<file path="src/rtl/flag_pkg.sv">
package flag_pkg;
  // Next-state command for the master enable, resolved by priority.
  typedef enum logic [1:0] {
    MIE_HOLD = 2'd0,
    MIE_SET  = 2'd1,
    MIE_CLR  = 2'd2
  } mie_cmd_e;

  function automatic mie_cmd_e mie_resolve(input logic take,
                                           input logic set_req,
                                           input logic clr_req);
    if (take)         return MIE_CLR;
    else if (set_req) return MIE_SET;
    else if (clr_req) return MIE_CLR;
    else              return MIE_HOLD;
  endfunction
endpackage

</file>
<file path="src/rtl/zflag_unit.sv">
module zflag_unit #(
  parameter int ACC_W = 4
) (
  input  logic             clk,
  input  logic             rst,
  input  logic             load,
  input  logic             load_xch,
  input  logic [ACC_W-1:0] data,
  output logic             zf
);
  logic upd;
  assign upd = load & ~load_xch;

  always_ff @(posedge clk) begin
    if (rst)      zf <= 1'b0;
    else if (upd) zf <= (data == '0);
  end
endmodule

</file>
<file path="src/rtl/gflag_unit.sv">
module gflag_unit #(
  parameter int PTR_W = 8,
  parameter int NPTR  = 3
) (
  input  logic                  clk,
  input  logic                  rst,
  input  logic [NPTR-1:0]       inc,
  input  logic [NPTR*PTR_W-1:0] val,
  output logic                  gf
);
  logic [NPTR-1:0] wrap;

  for (genvar k = 0; k < NPTR; k++) begin : g_ptr
    assign wrap[k] = inc[k] & (&val[k*PTR_W +: PTR_W]);
  end

  always_ff @(posedge clk) begin
    if (rst)       gf <= 1'b0;
    else if (|inc) gf <= |wrap;
  end
endmodule

</file>
<file path="src/rtl/mie_unit.sv">
module mie_unit
  import flag_pkg::*;
#(
  parameter int NIRQ = 4
) (
  input  logic            clk,
  input  logic            rst,
  input  logic            ei,
  input  logic            di,
  input  logic            rti,
  input  logic [NIRQ-1:0] irq,
  input  logic            wdt,
  output logic            mie_q,
  output logic            take_q,
  output logic [NIRQ-1:0] gated
);
  logic     cand;
  logic     take_now;
  mie_cmd_e cmd;

  assign gated    = irq & {NIRQ{mie_q}};
  assign cand     = (|gated) | wdt;
  assign take_now = cand & ~take_q;
  assign cmd      = mie_resolve(take_now, ei | rti, di);

  always_ff @(posedge clk) begin
    if (rst) begin
      mie_q  <= 1'b0;
      take_q <= 1'b0;
    end else begin
      take_q <= take_now;
      case (cmd)
        MIE_SET: mie_q <= 1'b1;
        MIE_CLR: mie_q <= 1'b0;
        default: mie_q <= mie_q;
      endcase
    end
  end
endmodule

</file>
<file path="src/rtl/cpu_flag_unit.sv">
module cpu_flag_unit #(
  parameter int                ACC_W     = 4,
  parameter int                PTR_W     = 8,
  parameter int                NPTR      = 3,
  parameter int                NIRQ      = 4,
  parameter int                REG_W     = 4,
  parameter int                ADDR_W    = 8,
  parameter logic [ADDR_W-1:0] STAT_ADDR = '1
) (
  input  logic                  clk,
  input  logic                  rst,
  input  logic                  acc_load,
  input  logic                  acc_load_xch,
  input  logic [ACC_W-1:0]      acc_data,
  input  logic [NPTR-1:0]       ptr_inc,
  input  logic [NPTR*PTR_W-1:0] ptr_val,
  input  logic                  op_ei,
  input  logic                  op_di,
  input  logic                  op_rti,
  input  logic [NIRQ-1:0]       irq_req,
  input  logic                  wdt_req,
  input  logic                  rd_en,
  input  logic [ADDR_W-1:0]     rd_addr,
  input  logic                  wr_en,
  input  logic [ADDR_W-1:0]     wr_addr,
  input  logic [REG_W-1:0]      wr_data,
  output logic                  zero_flag,
  output logic                  ovf_flag,
  output logic                  mie,
  output logic [NIRQ-1:0]       irq_pass,
  output logic                  wdt_pass,
  output logic                  int_take,
  output logic [REG_W-1:0]      rd_data
);
  logic stat_hit;
  logic unused_wr;

  // The status register is read-only: the write port is sunk here.
  assign unused_wr = ^{wr_en, wr_addr, wr_data};

  zflag_unit #(.ACC_W(ACC_W)) u_z (
    .clk(clk), .rst(rst), .load(acc_load), .load_xch(acc_load_xch),
    .data(acc_data), .zf(zero_flag)
  );

  gflag_unit #(.PTR_W(PTR_W), .NPTR(NPTR)) u_g (
    .clk(clk), .rst(rst), .inc(ptr_inc), .val(ptr_val), .gf(ovf_flag)
  );

  mie_unit #(.NIRQ(NIRQ)) u_m (
    .clk(clk), .rst(rst), .ei(op_ei), .di(op_di), .rti(op_rti),
    .irq(irq_req), .wdt(wdt_req), .mie_q(mie), .take_q(int_take),
    .gated(irq_pass)
  );

  assign wdt_pass = wdt_req;
  assign stat_hit = rd_en & (rd_addr == STAT_ADDR);

  always_ff @(posedge clk) begin
    if (rst)           rd_data <= '0;
    else if (stat_hit) rd_data <= REG_W'(mie);
    else               rd_data <= '0;
  end
endmodule

</file>
<file path="config.mk">
export PLATFORM = sky130hd
export DESIGN_NAME = cpu_flag_unit
export DESIGN_NICKNAME = d
export VERILOG_FILES = /design/src/rtl/flag_pkg.sv /design/src/rtl/zflag_unit.sv /design/src/rtl/gflag_unit.sv /design/src/rtl/mie_unit.sv /design/src/rtl/cpu_flag_unit.sv
export SDC_FILE = /design/constraint.sdc
export NUM_CORES = 1
export LEC_CHECK = 0
export BUFFER_PORTS_ARGS = -buffer_cell sky130_fd_sc_hd__buf_2
export CAP_MARGIN = 5
export CORE_ASPECT_RATIO = 1.2
export CORE_MARGIN = 5
export CORE_UTILIZATION = 23
export CTS_CLUSTER_SIZE = 14
export DETAILED_ROUTE_END_ITERATION = 6
export HOLD_SLACK_MARGIN = 0.03
export PLACE_DENSITY_LB_ADDON = 0.15
export SYNTH_ARGS = -nofsm -noshare
export SYNTH_HDL_FRONTEND = slang
export SYNTH_SLANG_ARGS = --single-unit
</file>
<file path="constraint.sdc">
create_clock -name clk -period 1.6 [get_ports clk]
set_input_delay 0 -clock clk [delete_from_list [all_inputs] [get_ports clk]]
set_output_delay 0 -clock clk [all_outputs]
set_load 0.01 [all_outputs]
</file>
==> metrics.md <==
| Metric | Value |
|---|---|
| Share of layout cells above drive strength 1 | 56.0% |
| CTS tree | done |
| Critical path arrival | 1590 ps |
| Grt met2 use | 22.7% |
| Run status | complete, no violations |
| Hold WC Path Type | input pin to register |
| Insertion delay to the later sink of the worst-skew pair | 240 ps |
| Vias in the first global route | 591 |
| FF+latch count, synth | 5 |
| Mean Syn Cell Area | around 7.8 um^2 |
| Min Tclk post-route | between 1000 and 1500 ps |
| CTS Sinks | 5 |
| DIE AREA | approximately 2500 um^2 |
| Flop2flop setup slack | 240 ps |
| Multi-input logic area | 236 um^2 |
| Cts bufs inserted | 3 |
| GPL Wtd Cong | approximately 0.63 |
| Final Hold Viols | 0 |
| Clock buffer depth | 2 |
| Drt pass-1 iters | 2 |
| MaxCap Viol Count | 0 |
| Mapped Area | between 300 and 400 um^2 |
| Reg2reg path depth | 6 |
| DR DRC count | 0 |
| Top cell type's share of synthesized area | between 20% and 30% |
| Fin crit share | 88.9% |
| Routed Wire Length | approximately 1500 um |
| N_diodes | 0 |
| Power per cell area | 615 nW/um^2 |
| Largest net degree at the start of global routing | 9 |
| Largest cells by area after synthesis | dfxtp_1 28%, buf_4 8.4%, and2_1 7.0% |
| Detailed Place HPWL | about 1200 um |
| Vias | 601 |
| Commonest non-fill, non-tap cells in the layout | 61 x buf_2, 7 x dlygate4sd3_1, 5 x nor2_1, 5 x dfxtp_1 |
| Fin. max-slew vios | 0 |
| Reg-to-reg critical path startpoint | u_m.mie_q$_SDFFE_PP0P_ |
| Postcts setup bufs | 0 |
| Crit-path max FO | 5 |
| Cells after Synth | 46 |
| Starting density of the core | 24.5% |
| Yosys Warn Count | 0 |
| Crit path kind | input pin to register |
| DP Cell Count | 122 |
| Final Non-Filler Cells | 133 |
| Met3 usage | under 10% |
| Post-DR vias/cell | 4.52 |
| Root Buffer | clkbuf_4 |
| Port Buf Inserts | 61 |
| NumNets Final | 183 |
| VDD IR-drop max | 266 uV |
| Grt ovf | 0 |
| Reg2reg end | u_m.mie_q$_SDFFE_PP0P_ |
| Pleak | approximately 0.4 nW |
| Final total power | 0.467 mW |
| Peak Freq | 0.703 GHz |
| Routed wire length per instance | 11.0 um |
| Area leader, netlist | dfxtp_1 |
| Synth unique cells | 22 |
| Commonest non-fill, non-tap cell in the layout | buf_2 |
| Global-route met1 utilization | 10.0% |
| H-Tree Depth | 1 |
| Part of the Yosys area used for sequential elements | 27.9% |
| Die height | 53.3 um |
| # fillers | between 150 and 200 |
| GRT Total Usage | 11.7% |
| Die width | 46.1 um |
| IO Count | 78 |
| First-pass GRT wire length | 2040 um |
| Initial antenna violation count | 0 |
| Worst-path clk slew | 50 ps |
| Hold Crit Start | wdt_req |
| Iter 0 DRT Violations | 4 |
| Synthesis-to-finish area growth | 111% |
| GRT Max-Usage Layer | met2 |
| Worst hold endpoint | u_m.take_q$_SDFF_PP0_ |
| Clock Skews | 1.42 ps |
| Register area | ~100 um^2 |
| Routed Antenna Nets | 0 |
| Final setup viols | 0 |
| CORE AREA | 1460 um^2 |
| Setup crit start kind | input pin |
| Row cnt | 15 |
| Worst Hold Path Cells | 3 |
| RSZ-0062 raised after global routing | false |
| Fin Setup TNS | 0 ps |
| Critical Path RT | 1770 ps |
| Crit end category | register |
==> where the power goes <==
group	switching (mW)	internal [mW]	total, mW
sequential	0.0108	0.135	0.146
clock	0.0541	0.0944	0.149
combinational	0.0714	0.101	0.173
total	0.136	0.330	0.467
==> registers in the layout, summed over array words and instances, names as in the netlist <==
name	cells
u_m.take_q	1
u_z.zf	1
u_m.mie_q	1
rd_data	1
u_g.gf	1
==> critical path, stage by stage <==
cell and delay, ps:
dlygate4sd3_1 530, buf_2 150, nand4b_1 170, dlygate4sd3_1 580, nor3_1 160
==> layout make-up <==
type	count	area share, %
Clock buffer	4	3.46
Multi-Input combinational cell	39	31.1
Timing Repair Buffer	68	49.4
Tap cell	17	2.80
Sequential cell	5	13.2
==> cell families after synthesis <==
family	Yosys count	synth area share, %
buf+inv	4	8.36
flops	5	27.9
mux	1	2.79
fa+ha+maj	1	3.48
compound gates	6	12.5
simple gates	28	43.9
other cells	1	1.04
==> worst max path at each step <==
stage | startpoint | endpoint | cells after the start
after CTS | u_m.mie_q$_SDFFE_PP0P_ | u_m.mie_q$_SDFFE_PP0P_ | 6
after global placement | irq_req[2] | u_m.mie_q$_SDFFE_PP0P_ | 7
final | rst | rd_data[0]$_SDFF_PP0_ | 5
after global routing | rst | rd_data[0]$_SDFF_PP0_ | 5
after floorplan | u_m.mie_q$_SDFFE_PP0P_ | u_m.mie_q$_SDFFE_PP0P_ | 6
after detailed placement | irq_req[2] | u_m.mie_q$_SDFFE_PP0P_ | 7
==> cells in the mapped netlist <==
cell type / count
nand2_1: 4
mux2i_1: 1
and4_1: 2
nor4_1: 1
buf_4: 4
and2_1: 4
nor4b_1: 1
ha_1: 1
a31oi_1: 2
nand4b_1: 1
nand4_1: 3
a21oi_1: 1
o21bai_2: 1
nand3_1: 3
nor3_1: 1
nor2b_1: 1
conb_1: 1
nor2_1: 5
dfxtp_1: 5
o21ai_1: 1
or3_1: 2
o41a_1: 1
==> layer usage <==
layer  part of all wire [%]  routed length (um)
met5                      0                   0
met4                    1.2                  18
met3                     15                 223
met2                     55                 798
met1                     29                 421
==> stage by stage <==
step                instance area, um^2  util, %  hold slack (ps)  worst slack, ps
detailed placement                  663     45.3              214              187
floorplan                           367        -             69.4              298
finish                              759     51.9             42.8              178
global placement                    663     45.3              213              194
global route                        759     51.9             73.2             70.3
CTS                                 759     51.9             39.2              218
==> timing repair <==
| action | 4_1_cts | 5_1_grt |
|---|---|---|
| hold buffers | 7 | 0 |
| resized for setup | 0 | 0 |
| hold endpoints to repair | 5 | 0 |
(Power assumes the default switching activity.)
